## config.mk

```make
export PLATFORM = sky130hd
export DESIGN_NAME = swi_flag_regs
export DESIGN_NICKNAME = d
export VERILOG_FILES = /design/src/rtl/swi_flag_pkg.sv /design/src/rtl/swi_addr_decode.sv /design/src/rtl/swi_flag_cell.sv /design/src/rtl/swi_irq_gate.sv /design/src/rtl/swi_flag_regs.sv
export SDC_FILE = /design/constraint.sdc
export NUM_CORES = 1
export LEC_CHECK = 0
export BUFFER_PORTS_ARGS = -buffer_cell sky130_fd_sc_hd__buf_4
export CAP_MARGIN = 20
export CORE_MARGIN = 2
export CORE_UTILIZATION = 25
export CTS_BUF_LIST = sky130_fd_sc_hd__clkbuf_4
export CTS_CLUSTER_DIAMETER = 60
export DETAILED_ROUTE_END_ITERATION = 10
export PLACE_DENSITY = 0.62
export SKIP_LAST_GASP = 1
export SYNTH_ARGS = -nofsm -noshare
export SYNTH_HDL_FRONTEND = slang
export SYNTH_HIERARCHICAL = 1
export SYNTH_SLANG_ARGS = --single-unit
```

## constraint.sdc

```tcl
create_clock -name clk -period 1.6 [get_ports clk]
set_input_delay 0.32 -clock clk [delete_from_list [all_inputs] [get_ports clk]]
set_output_delay 0.32 -clock clk [all_outputs]
set_load 0.02 [all_outputs]
```

## src/rtl/swi_flag_pkg.sv

```systemverilog
package swi_flag_pkg;

    localparam int NUM_FLAGS = 4;
    localparam int NUM_HITS  = 2;

    // bit positions of the flags in the status byte and command nibbles
    typedef enum logic [1:0] {
        FL_LM0  = 2'd0,
        FL_LM1  = 2'd1,
        FL_SIG0 = 2'd2,
        FL_SIG1 = 2'd3
    } flag_idx_e;

    typedef struct packed {
        logic [NUM_FLAGS-1:0] set_bits;
        logic [NUM_FLAGS-1:0] clr_bits;
    } cmd_word_t;

    typedef struct packed {
        logic [NUM_FLAGS-1:0] enables;
        logic [NUM_FLAGS-1:0] flags;
    } stat_word_t;

    typedef enum logic [1:0] {
        TGT_NONE = 2'd0,
        TGT_CMD  = 2'd1,
        TGT_STAT = 2'd2
    } reg_tgt_e;

    // priority: hardware hit, then clear, then set, then hold
    function automatic logic flag_next(input logic cur, input logic set_b,
                                       input logic clr_b, input logic hit_b);
        logic nxt;
        if (hit_b)      nxt = 1'b1;
        else if (clr_b) nxt = 1'b0;
        else if (set_b) nxt = 1'b1;
        else            nxt = cur;
        return nxt;
    endfunction

    // returns {line1, line0}
    function automatic logic [1:0] irq_of(input stat_word_t s);
        logic l1;
        logic l0;
        l1 = (s.enables[FL_SIG1] & s.flags[FL_SIG1]) |
             (s.enables[FL_LM1]  & s.flags[FL_LM1]);
        l0 = (s.enables[FL_SIG0] & s.flags[FL_SIG0]) |
             (s.enables[FL_LM0]  & s.flags[FL_LM0]);
        return {l1, l0};
    endfunction

endpackage

```

## src/rtl/swi_addr_decode.sv

```systemverilog
module swi_addr_decode
    import swi_flag_pkg::*;
#(
    parameter int              ADDR_W   = 16,
    parameter logic [ADDR_W-1:0] CMD_OFS  = ADDR_W'(16'h1000),
    parameter logic [ADDR_W-1:0] STAT_OFS = ADDR_W'(16'h1001)
) (
    input  logic              bus_sel,
    input  logic              bus_we,
    input  logic [ADDR_W-1:0] bus_addr,
    output logic              wr_cmd,
    output logic              wr_stat,
    output logic              rd_stat
);

    reg_tgt_e tgt;

    always_comb begin
        tgt = TGT_NONE;
        if (bus_sel) begin
            if (bus_addr == CMD_OFS)       tgt = TGT_CMD;
            else if (bus_addr == STAT_OFS) tgt = TGT_STAT;
        end
    end

    assign wr_cmd  = (tgt == TGT_CMD)  &&  bus_we;
    assign wr_stat = (tgt == TGT_STAT) &&  bus_we;
    assign rd_stat = (tgt == TGT_STAT) && !bus_we;

endmodule

```

## src/rtl/swi_flag_cell.sv

```systemverilog
module swi_flag_cell
    import swi_flag_pkg::*;
(
    input  logic clk,
    input  logic rst,
    input  logic set_i,
    input  logic clr_i,
    input  logic hit_i,
    output logic q_o
);

    always_ff @(posedge clk) begin
        if (rst) q_o <= 1'b0;
        else     q_o <= flag_next(q_o, set_i, clr_i, hit_i);
    end

endmodule

```

## src/rtl/swi_irq_gate.sv

```systemverilog
module swi_irq_gate
    import swi_flag_pkg::*;
(
    input  logic       clk,
    input  logic       rst,
    input  stat_word_t stat_i,
    output logic       irq0_o,
    output logic       irq1_o
);

    logic [1:0] lines;

    assign lines = irq_of(stat_i);

    always_ff @(posedge clk) begin
        if (rst) begin
            irq0_o <= 1'b0;
            irq1_o <= 1'b0;
        end else begin
            irq0_o <= lines[0];
            irq1_o <= lines[1];
        end
    end

endmodule

```

## src/rtl/swi_flag_regs.sv

```systemverilog
module swi_flag_regs
    import swi_flag_pkg::*;
#(
    parameter int              ADDR_W   = 16,
    parameter logic [ADDR_W-1:0] CMD_OFS  = ADDR_W'(16'h1000),
    parameter logic [ADDR_W-1:0] STAT_OFS = ADDR_W'(16'h1001)
) (
    input  logic              clk,
    input  logic              rst,
    input  logic              bus_sel,
    input  logic              bus_we,
    input  logic [ADDR_W-1:0] bus_addr,
    input  logic [7:0]        bus_wdata,
    output logic [7:0]        bus_rdata,
    input  logic              lm0_hit,
    input  logic              lm1_hit,
    output logic              irq0,
    output logic              irq1
);

    localparam int SPARE = NUM_FLAGS - NUM_HITS;

    logic                 wr_cmd;
    logic                 wr_stat;
    logic                 rd_stat;
    cmd_word_t            cmd;
    stat_word_t           stat_q;
    logic [NUM_FLAGS-1:0] en_q;
    logic [NUM_FLAGS-1:0] flag_q;
    logic [NUM_FLAGS-1:0] hit_vec;
    logic [NUM_FLAGS-1:0] set_vec;
    logic [NUM_FLAGS-1:0] clr_vec;

    swi_addr_decode #(
        .ADDR_W  (ADDR_W),
        .CMD_OFS (CMD_OFS),
        .STAT_OFS(STAT_OFS)
    ) dec_i (
        .bus_sel (bus_sel),
        .bus_we  (bus_we),
        .bus_addr(bus_addr),
        .wr_cmd  (wr_cmd),
        .wr_stat (wr_stat),
        .rd_stat (rd_stat)
    );

    assign cmd     = cmd_word_t'(bus_wdata);
    assign set_vec = wr_cmd ? cmd.set_bits : '0;
    assign clr_vec = wr_cmd ? cmd.clr_bits : '0;
    assign hit_vec = {{SPARE{1'b0}}, lm1_hit, lm0_hit};

    for (genvar i = 0; i < NUM_FLAGS; i++) begin : g_flag
        swi_flag_cell cell_i (
            .clk  (clk),
            .rst  (rst),
            .set_i(set_vec[i]),
            .clr_i(clr_vec[i]),
            .hit_i(hit_vec[i]),
            .q_o  (flag_q[i])
        );
    end

    always_ff @(posedge clk) begin
        if (rst)          en_q <= '0;
        else if (wr_stat) en_q <= bus_wdata[7:4];
    end

    assign stat_q.enables = en_q;
    assign stat_q.flags   = flag_q;

    assign bus_rdata = rd_stat ? stat_q : 8'h00;

    swi_irq_gate gate_i (
        .clk   (clk),
        .rst   (rst),
        .stat_i(stat_q),
        .irq0_o(irq0),
        .irq1_o(irq1)
    );

endmodule

```

Word-level counts from Yosys, hierarchy flattened
Cells that the tools add are included.
Word-level totals
  bits in registers: 10
  input bits: 30
  word-level logic and storage cells: 37
Cells by class
  eq/ne operators: 4
  muxes and demuxes: 12
  bitwise operators: 6
  reductions and logical operators: 8
Operator list (count)
  $eq A16 B13 Y1 const B: 2
  $mux W4: 2
  $mux W8: 1
  $mux W1: 6
  $mux W2: 3
  $reduce_bool A3 Y1: 2
  $and A1 B1 Y1: 4
  $reduce_or A2 Y1: 2
  $logic_and A1 B1 Y1: 3
  $eq A2 B1 Y1 const B: 1
  $eq A2 B2 Y1 const B: 1
  $or A1 B1 Y1: 2
  $logic_not A1 Y1: 1

Longest topological paths before layout
Gate-level depths: netlist (run 1).
  depth after elaboration: 10
  depth in mapped cells: 6

Cells and area by module
The synthesis (run 1) kept the hierarchy.
By module, submodules not included
  swi_flag_regs: instances 1, cells an instance 30, area each 250.2 um2, seq. area each 80.1 um2
  swi_flag_cell: instances 4, cells an instance 4, area each 36.3 um2, seq. area each 20.0 um2
  swi_addr_decode: instances 1, cells an instance 9, area each 108.9 um2, seq. area each 0.0 um2
  swi_irq_gate: instances 1, cells an instance 6, area each 62.6 um2, seq. area each 40.0 um2

Worst setup path before layout (run 1)
Ideal clock, no wire load.
  path kind: input to output
  from: input port bus_addr[15]
  to: output port bus_rdata[0]
  arrival: 1315 ps
  required time: 1280 ps
  path slack: -35 ps
  stages on the path: 4
  path buffers: 0
  cell sequence: nor4b_2 > nand4_2 > nor3b_2 > and2_1
Between the ends
  cells in the longest elaborated chain, start to end: 7
  elaborated cells between the ends (all ways): 8
Ends and longest elaborated chain
  start: declaration: line swi_flag_regs.sv:12  | input logic [ADDR_W-1:0] bus_addr,
  $eq A16 B13 Y1: line swi_addr_decode.sv:22  | else if (bus_addr == STAT_OFS) tgt = TGT_STAT;
  $mux W2: line swi_addr_decode.sv:22
  $mux W2 (*): line swi_addr_decode.sv:21  | if (bus_addr == CMD_OFS) tgt = TGT_CMD;
  $mux W2 (*): line swi_addr_decode.sv:20  | if (bus_sel) begin
  $eq A2 B2 Y1 (*): line swi_addr_decode.sv:28  | assign rd_stat = (tgt == TGT_STAT) && !bus_we;
  $logic_and A1 B1 Y1 (*): line swi_addr_decode.sv:28
  via rd_stat: line swi_flag_regs.sv:25  | logic rd_stat;
  $mux W8 (*): line swi_flag_regs.sv:71  | assign bus_rdata = rd_stat ? stat_q : 8'h00;
  end: declaration: line swi_flag_regs.sv:14  | output logic [7:0] bus_rdata,
Mark *: on every way through the listed nets, which the timed path passes. The rest lies on a longest branch.

Worst setup path after layout (run 1)
  from: input port bus_addr[9]
  to: output port bus_rdata[2]
Same word-level chain as after synthesis.

==> results of run 1 <==
layout by cell type, fill, tap and decap left out, types with 3 or more instances in the layout:
master / count
o21bai_1: 3
clkbuf_4: 3
nor2_1: 7
buf_4: 30
inv_1: 4
and2_4: 12
dfxtp_1: 10
buf_6: 14
a21oi_1: 4
mux2i_1: 4
and2_1: 4
power groups by stage:
| stage | combinational [mW] | clock, mW | sequential (mW) |
|---|---|---|---|
| floorplan | 0.0163 | 0 | 0.265 |
| global placement | 0.0810 | 0 | 0.267 |
| detailed placement | 0.0823 | 0 | 0.267 |
| CTS | 0.0940 | 0.181 | 0.262 |
| global route | 0.104 | 0.189 | 0.264 |
| finish | 0.0973 | 0.173 | 0.263 |
critical path: stages:
cell,delay (ps)
buf_6,100
nor4_4,270
nand4_2,140
nor3b_2,170
buf_4,170
and2_4,140
buf_6,110
cell families (layout without fill, tap and decap cells):
group | after synthesis | count (layout) | share of synthesized area [%]
AO/OA/AOI/OAI | 10 | 10 | 11.5
buffers and inverters | 5 | 52 | 4.63
AND/OR/NAND/NOR | 31 | 31 | 40.8
other | 1 | 2 | 0.662
flip-flops | 10 | 10 | 35.3
multiplexers | 4 | 4 | 7.06
repair_timing:
action	CTS	global route
pin swaps	9	3
hold buffers	0	0
hold endpoints to repair	0	0
gates resized for setup	23	7
buffers inserted	1	0
setup endpoints to repair	8	12
layer usage:
layer  share of wire [%]  up-vias  track usage, %
li1                    -      300               -
met1                  40      253            14.2
met2                  52       19            22.9
met3                 6.0        4            4.60
met4                 2.7        0            5.70
met5                   0        -               0
sequential cells by signal, indices dropped and copies added (netlist names):
| register | count |
|---|---|
| gate_i/irq0_o | 1 |
| en_q | 4 |
| g_flag.cell_i/q_o | 4 |
| gate_i/irq1_o | 1 |
cell type report:
class                   count  share of cell area [%]
clock buffers               3                    2.10
clock inverters             1                   0.350
inverters                   4                    1.40
multi-input cells          47                    38.4
flip-flops and latches     10                    18.7
well taps                  28                    3.27
repair buffers             44                    35.7
final timing paths:
| kind | start | end | cells past startpoint |
|---|---|---|---|
| worst max-delay path | bus_addr[9] | bus_rdata[2] | 7 |
| worst min-delay path | rst | g_flag[3].cell_i/q_o | 2 |
| worst max register to register | en_q[2] | gate_i/irq0_o | 2 |
| worst min register to register | en_q[0] | gate_i/irq0_o | 2 |
==> results.sh, run 1 <==
export IMPL_status="finished with violations"
export IMPL_violations="negative setup slack"
export IMPL_cp_required_ps=1280
export IMPL_vias=576
export IMPL_num_antenna_cells=0
export IMPL_p_sw_share_pct=22.8
export IMPL_setup_tns_ps=-1110
export IMPL_placed_cells=132
export IMPL_vdd_ir_drop_max_mv=0.386
export IMPL_drive_gt1_share_pct=61.5
export IMPL_syn_to_final_growth_pct=89.0
export IMPL_dp_hpwl_um=1200
export IMPL_synth_commonest_cells="and2_1, dfxtp_1, nor2_1"
export IMPL_arrival_ps=1420
export IMPL_wl_per_cell_um=10.8
export IMPL_fin_ws_ps=-144
export IMPL_grt_total_usage_pct=13.1
export IMPL_ys_ff_latch=10
export IMPL_synth_most_common_cell="and2_1"
export IMPL_period_share_pct=109
export IMPL_end_kind="output pin"
export IMPL_synth_area_leaders="dfxtp_1, and2_1, mux2i_1"
export IMPL_regArea_um2=200
export IMPL_hold_path_class="in -> reg"
export IMPL_die_area_mm2=0.00266
export IMPL_async_reset_ff_share_pct=0
export IMPL_pwr_share_comb_pct=18.3
export IMPL_routed_wl_um=1480
export IMPL_yosysSeqAreaShare_pct=35.3
export IMPL_switchingPower_mw=0.121
export IMPL_setup_viol_count_final=8
export IMPL_path_clk_slew_ps=60
export IMPL_slew_viol_final=0
export IMPL_clk_path_buf_depth=2
export IMPL_worstSkewPairLatency_ps=260
export IMPL_whs_ps=299
export IMPL_finClkSkew_ps=1.74
export IMPL_drc_errors=0
export IMPL_fmax_mhz=573
export IMPL_ant_nets=0
export IMPL_ys_types=16
export IMPL_grt_pass1_wl_um=2530
export IMPL_multi_input_area_um2=412
export IMPL_antenna_found_initial=0
export IMPL_root_buffer="clkbuf_4"
export IMPL_finalInstanceArea_mm2=0.00107
export IMPL_initial_core_util_pct=26.1
export IMPL_coreArea_mm2=0.00217
export IMPL_gp_congestion=0.704
export IMPL_synth_top_area_share_pct=35.3
export IMPL_yosysWarnings=6
export IMPL_rows=17
export IMPL_utilization_pct=49.4
export IMPL_p_int_mw=0.411
export IMPL_dp_slack_ps=-196
export IMPL_die_x_um=51.6
export IMPL_nFillCells=204
export IMPL_seq_power_share_pct=49.3
export IMPL_netlist_instances=61
export IMPL_rsz0062_at_grt="yes"
export IMPL_grt_max_degree=11
export IMPL_p_leak_nw=0.480
export IMPL_synth_avg_cell_area_um2=9.29
export IMPL_viasPerCell=4.20
export IMPL_period_minus_slack_ps=1740
export IMPL_overflow=0
export IMPL_synth_ff_type="dfxtp_1"
export IMPL_hold_viol=0
export IMPL_drtIter0Drc=2
export IMPL_yosysTopAreaCell="dfxtp_1"
export IMPL_nNetsFinal=140
export IMPL_critPathMaxFanout=8
export IMPL_first_global_vias=594
export IMPL_synth_area_um2=567
export IMPL_crit_type="in -> out"
export IMPL_fp_dieH_um=51.6
export IMPL_portBuffers=39
export IMPL_cts_buffers=3
export IMPL_firstDrtPassIters=4
export IMPL_htreeDepth=1
export IMPL_synth_edff_count=0
export IMPL_cp_start_kind="primary input"
export IMPL_io_pins=40
export IMPL_dpl_cell_area_um2=927
export IMPL_maxCapViolations=0
export IMPL_p_clk_share_pct=32.4
export IMPL_powerDensity_mw_per_mm2=497
export IMPL_cts_tree="built"
export IMPL_clkSinkCount=10
export IMPL_layout_cells_non_filler=137
export IMPL_rrSetupSlack_ps=920
export IMPL_power_mw=0.533
(Power assumes the default switching activity.)
==> run 2: changes to the inputs <==
Settings changed: PLACE_DENSITY 0.62 to 0.64, SETUP_SLACK_MARGIN set to 0.1, SYNTH_HIERARCHICAL 1 to unset.
==> run 2 against run 1 <==
  * The flow still finishes with violations (negative setup slack)
  * Synthesized area decreased by 7.7%
  * Synthesized cell count decreased by 6.6%
  * Total power decreased by 3.3%
  * Clock skew decreased by 1.5 ps
  * Final area decreased by 6.4%
  * Cell count decreased by 7.3%
  * First-iteration DRC count increased to 6.0 times the previous value
  * Sequential power decreased by 3%
  * Combinational power increased by 0.4%
  * Register-to-register slack got worse by 80 ps
  * Critical path type unchanged
==> results.sh, run 2 <==
export IMPL_status="finished with violations"
export IMPL_violations="negative setup slack"
export IMPL_initial_core_util_pct=26.7
export IMPL_path_clk_slew_ps=60
export IMPL_synth_top_area_share_pct=38.3
export IMPL_rows=16
export IMPL_tightestPinTransition_ps=285
export IMPL_clk_path_buf_depth=2
export IMPL_synth_area_leaders="dfxtp_1, and2_2, a311oi_1"
export IMPL_synthAdderAreaFrac_pct=0
export IMPL_final_common_cell="buf_4"
export IMPL_portBuffers=39
export IMPL_clkSinkCount=10
export IMPL_io_pins=40
export IMPL_drtIter0Drc=12
export IMPL_maxCapViolations=0
export IMPL_die_x_um=49.7
export IMPL_synthXorXnorAreaFrac_pct=0
export IMPL_p_sw_share_pct=22.6
export IMPL_netlist_instances=57
export IMPL_synth_compound_area_share_pct=24.4
export IMPL_vias=643
export IMPL_worstSkewPairLatency_ps=250
export IMPL_nFillCells=201
export IMPL_finalInstanceArea_mm2=0.00100
export IMPL_viasPerCell=5.06
export IMPL_coreArea_mm2=0.00196
export IMPL_ff2ff_path_depth=2
export IMPL_slew_viol_final=0
export IMPL_slew_headroom_pct=80.9
export IMPL_synth_avg_cell_area_um2=9.18
export IMPL_overflow=0
export IMPL_die_area_mm2=0.00247
export IMPL_holdPathStages=2
export IMPL_yosysWarnings=0
export IMPL_reg_top3="en_q: 4 flops, g_flag.cell_i.q_o: 4 flops"
export IMPL_grt_total_usage_pct=14.2
export IMPL_dp_slack_ps=-263
export IMPL_synth_commonest_cells="dfxtp_1, and2_2, nand4_1"
export IMPL_cp_start_kind="primary input"
export IMPL_yosysSeqAreaShare_pct=38.3
export IMPL_grt_pass1_wl_um=2720
export IMPL_num_antenna_cells=0
export IMPL_synth_ff_type="dfxtp_1"
export IMPL_p_leak_nw=0.417
export IMPL_syn_to_final_growth_pct=91.6
export IMPL_ys_types=18
export IMPL_end_kind="output pin"
export IMPL_drc_errors=0
export IMPL_antenna_found_initial=0
export IMPL_holdBufCountCts=0
export IMPL_ant_nets=0
export IMPL_cts_tree="built"
export IMPL_wl_per_cell_um=12.6
export IMPL_pwr_share_comb_pct=19.0
export IMPL_cts_buffers=3
export IMPL_gp_congestion=0.785
export IMPL_synth_edff_count=0
export IMPL_seq_power_share_pct=49.6
export IMPL_fmax_mhz=556
export IMPL_critPathMaxFanout=4
export IMPL_routed_wl_um=1610
export IMPL_period_minus_slack_ps=1800
export IMPL_synth_top_family_by_area="simple AND/OR/NAND/NOR gates"
export IMPL_ys_ff_latch=10
export IMPL_htreeDepth=1
export IMPL_hold_viol=0
export IMPL_vdd_ir_drop_max_mv=0.292
export IMPL_yosys_area_share_simple_pct=32.3
export IMPL_final_cell_mix="buf_4, buf_6, dfxtp_1"
export IMPL_synth_area_mux_share_pct=0
export IMPL_nNetsFinal=132
export IMPL_fin_ws_ps=-199
export IMPL_switchingPower_mw=0.116
export IMPL_synth_most_common_cell="dfxtp_1"
export IMPL_powerDensity_mw_per_mm2=514
export IMPL_rsz0062_at_grt="yes"
export IMPL_synth_nets=87
export IMPL_cp_required_ps=1280
export IMPL_period_share_pct=112
export IMPL_p_int_mw=0.399
export IMPL_first_global_vias=647
export IMPL_power_mw=0.515
export IMPL_synth_area_um2=523
export IMPL_hold_path_class="in -> reg"
export IMPL_root_buffer="clkbuf_4"
export IMPL_dpl_cell_area_um2=892
export IMPL_fp_dieH_um=49.7
export IMPL_crit_type="in -> out"
export IMPL_setup_viol_count_final=8
export IMPL_firstDrtPassIters=4
export IMPL_p_clk_share_pct=31.4
export IMPL_whs_ps=246
export IMPL_finClkSkew_ps=0.201
export IMPL_drive_gt1_share_pct=59.0
export IMPL_arrival_ps=1480
export IMPL_yosysTopAreaCell="dfxtp_1"
export IMPL_async_reset_ff_share_pct=0
export IMPL_grt_max_degree=11
run 2: cell families (layout without fill, tap and decap cells):
family | Yosys count | count (layout)
compound gates | 18 | 18
buf+inv | 6 | 49
flops | 10 | 10
simple gates | 23 | 23
run 2: cell type report:
type                            instances  area, um^2  share of cell area, %
Clock buffer                            3        22.5                   2.25
Timing Repair Buffer                   42         379                   37.8
Tap cell                               27        33.8                   3.37
Sequential cell                        10         200                   20.0
Multi-Input combinational cell         41         352                   35.1
Inverter                                4        15.0                   1.50
run 2: stage by stage:
step	util (%)	setup TNS [ps]	cells
finish	51.1	-1540	127
global placement	45.5	-1800	122
detailed placement	45.5	-2140	122
floorplan	-	-426	57
global route	51.1	-2410	127
CTS	50.9	-1910	127
run 2: worst max-delay path, cell delays in order:
cell and delay (ps):
buf_6 100, nor4_4 270, nand4_1 200, nor3_4 200
buf_6 140, and2_4 140, buf_6 110
run 2: power groups by stage:
| stage | Sequential (mW) | Combinational [mW] | Clock (mW) |
|---|---|---|---|
| after floorplan | 0.260 | 0.0199 | 0 |
| after global placement | 0.261 | 0.0915 | 0 |
| after detailed placement | 0.261 | 0.0923 | 0 |
| after CTS | 0.255 | 0.0977 | 0.165 |
| after global routing | 0.256 | 0.105 | 0.184 |
| final | 0.256 | 0.0977 | 0.162 |
run 2: path summary, 6_finish.rpt:
| check | start | end | slack (ps) |
|---|---|---|---|
| max | bus_addr[9] | bus_rdata[4] | -200 |
| min | bus_wdata[3] | g_flag[3].cell_i.q_o | 250 |
| max reg2reg | g_flag[0].cell_i.q_o | g_flag[0].cell_i.q_o | 840 |
| min reg2reg | en_q[3] | en_q[3] | 490 |
run 2: repair_timing:
action | CTS | global route
cloned | 0 | 0
endpoints found under the setup margin | 8 | 8
gates resized for setup | 23 | 1
setup buffers | 2 | 0
pin swaps | 7 | 3
run 2: routing by layer:
metal / global-route usage (%) / wire, um
met5: 0 / 0
met4: 5.56 / 18
met3: 4.85 / 190
met2: 24.0 / 761
met1: 16.4 / 636
==> run 3: changes to the inputs <==
Settings changed: ABC_AREA set to 1, PLACE_DENSITY 0.64 to 0.61, SYNTH_HIERARCHICAL set to 1.
==> run 3 against run 2 <==
  * The run still ends with negative setup slack left
  * Utilization decreased by 6.0 points
  * Global-route usage down 0.087 points
  * Hold slack gained 38 ps
  * Final area rose by 1.4%
  * Sequential share of layout area decreased by 0.27 points
  * Sequential power is 2% higher
  * Clock power is 4% higher
  * Flip-flop and latch count stayed put
  * First-iteration DRC count down 50%
  * Total power is 0.74% higher
  * Synthesized area rose by 17%
  * Critical path type unchanged
  * Largest cell class unchanged
  * Largest power group unchanged
  * Highest routed layer unchanged
==> results.sh, run 3 <==
export IMPL_synth_edff_count=0
export IMPL_final_cell_mix="nand2_1, buf_4, inv_1"
export IMPL_fin_ws_ps=-43.1
export IMPL_nNetsFinal=188
export IMPL_critical_path_top_delay_family="simple AND/OR/NAND/NOR gates"
export IMPL_critPathBufInv=4
export IMPL_drtIter0Drc=6
export IMPL_powerDensity_mw_per_mm2=511
export IMPL_holdPathStages=2
export IMPL_yosysWarnings=6
export IMPL_whs_endpoint="g_flag[0].cell_i/q_o"
export IMPL_slew_viol_final=0
export IMPL_yosysTopAreaCell="dfxtp_1"
export IMPL_rr_startpoint="g_flag[1].cell_i/q_o"
export IMPL_io_pins=40
export IMPL_grt_pass1_wl_um=2850
export IMPL_p_leak_nw=0.606
export IMPL_overflow=0
export IMPL_syn_to_final_growth_pct=66.1
export IMPL_status="finished with violations"
export IMPL_cts_tree="built"
export IMPL_synth_area_um2=612
export IMPL_ff2ff_path_depth=2
export IMPL_cp_start_kind="primary input"
export IMPL_vdd_ir_drop_max_mv=0.321
export IMPL_arrival_ps=1320
export IMPL_clk_path_buf_depth=2
export IMPL_gp_congestion=0.742
export IMPL_drc_errors=0
export IMPL_num_antenna_cells=0
export IMPL_period_minus_slack_ps=1640
export IMPL_wl_per_cell_um=9.28
export IMPL_first_global_vias=729
export IMPL_hold_viol=0
export IMPL_synth_avg_cell_area_um2=5.41
export IMPL_utilization_pct=45.1
export IMPL_worstHoldStart="rst"
export IMPL_firstDrtPassIters=4
export IMPL_cp_required_ps=1280
export IMPL_ys_types=12
export IMPL_crit_type="in -> out"
export IMPL_portBuffers=39
export IMPL_cp_slowest_stage_delay_ps=220
export IMPL_yosysSeqAreaShare_pct=32.7
export IMPL_cts_buffers=3
export IMPL_async_reset_ff_share_pct=0
export IMPL_power_mw=0.519
export IMPL_synth_commonest_cells="nand2_1, inv_1, nor2_1, dfxtp_1, a21oi_1"
export IMPL_htreeDepth=1
export IMPL_routed_wl_um=1710
export IMPL_reg_top3="en_q: 4 flops, g_flag.cell_i/q_o: 4 flops"
export IMPL_ant_nets=0
export IMPL_violations="negative setup slack"
export IMPL_drive_gt1_share_pct=32.7
export IMPL_initial_core_util_pct=27.1
export IMPL_vias=738
export IMPL_crit_top_cell="buf_6"
export IMPL_reg2reg_to="g_flag[1].cell_i/q_o"
export IMPL_synth_top_area_share_pct=32.7
export IMPL_fp_dieH_um=53.5
export IMPL_fmax_mhz=609
export IMPL_hold_path_class="in -> reg"
export IMPL_grt_total_usage_pct=14.1
export IMPL_synth_most_common_cell="nand2_1"
export IMPL_synth_ff_type="dfxtp_1"
export IMPL_rrSetupSlack_ps=950
export IMPL_path_clk_slew_ps=60
export IMPL_viasPerCell=4.01
export IMPL_worstSkewPairLatency_ps=260
export IMPL_holdBufCountCts=0
export IMPL_period_share_pct=103
export IMPL_rsz0062_at_grt="yes"
export IMPL_root_buffer="clkbuf_4"
export IMPL_maxCapViolations=0
export IMPL_setup_viol_count_final=8
export IMPL_critPathMaxFanout=8
export IMPL_dp_hpwl_um=1350
export IMPL_end_kind="output pin"
export IMPL_rows=17
export IMPL_clkSinkCount=10
export IMPL_worst_path_max_delay_cell="or2_1"
export IMPL_path_cells="buf_6, or2_1, nor2_2, nand3_1, nor2_1, buf_4, nand2_1, inv_1, buf_6"
export IMPL_synth_area_leaders="dfxtp_1, nand2_1, inv_1"
export IMPL_finClkSkew_ps=1.64
export IMPL_netlist_instances=113
export IMPL_die_area_mm2=0.00286
export IMPL_die_x_um=53.5
export IMPL_ys_ff_latch=10
export IMPL_coreArea_mm2=0.00225
export IMPL_grt_max_degree=9
export IMPL_antenna_found_initial=0
export IMPL_final_common_cell="nand2_1"
[run 3: changes by cell type after synthesis, sizes merged, moves of 3 or more]
cell / change
nand4: -4
a311oi: -4
and2: -8
o21ai: +4
inv: +28
nor2: +17
nor4: -3
nand2: +34
o31ai: -4
[run 3: kinds of logic (layout without fill, tap and decap cells)]
kind of cell | count (synthesis) | after routing | share of synthesized area (%)
other | 1 | 2 | 0.613
AND/OR/NAND/NOR | 57 | 57 | 36.4
AO/OA/AOI/OAI | 10 | 10 | 8.18
flip-flops | 10 | 10 | 32.7
buffers and inverters | 35 | 77 | 22.1
[run 3: power by group]
group	internal [mW]	total (mW)	switching [mW]
combinational	0.0582	0.0892	0.0310
clock	0.0868	0.168	0.0816
sequential	0.256	0.261	0.00525
total	0.401	0.519	0.118
[run 3: area by class of cell]
type	instances	area [um^2]
Fill cell	247	1240
Timing Repair Buffer	42	353
Multi-Input combinational cell	69	285
Sequential cell	10	200
Inverter	32	120
Tap cell	28	35.0
Clock buffer	3	22.5
[run 3: worst max path at each step]
stage / end / from / cells past startpoint
6_report: bus_rdata[1] / bus_addr[15] / 9
3_5_place_dp: bus_rdata[3] / bus_addr[15] / 9
4_1_cts: bus_rdata[3] / bus_addr[15] / 9
2_1_floorplan: bus_rdata[4] / bus_addr[15] / 7
3_3_place_gp: bus_rdata[5] / bus_addr[15] / 9
5_1_grt: bus_rdata[5] / bus_addr[15] / 9
[run 3: timing repair]
action                     4_1_cts  5_1_grt
cloned                           0        0
setup buffers                    0        0
setup endpoints to repair        8        8
resized for setup               10        5
pin swaps                        1        0
[run 3: per-stage QoR]
stage	TNS (ps)	area, um^2	hold slack (ps)	std cells	worst slack (ps)
2_1_floorplan	0	616	389	114	130
3_3_place_gp	-425	951	470	181	-56.2
3_5_place_dp	-506	951	472	181	-74.7
4_1_cts	-334	1010	273	184	-51.3
5_1_grt	-989	1020	270	184	-144
6_report	-274	1020	285	184	-43.1
[run 3: per-layer routing]
metal | wire length, um | vias up | track usage [%]
met3 | 100 | 5 | 5.93
li1 | - | 402 | -
met4 | 27 | 0 | 5.13
met2 | 840 | 21 | 25.5
met1 | 738 | 310 | 14.2
met5 | 0 | - | 0
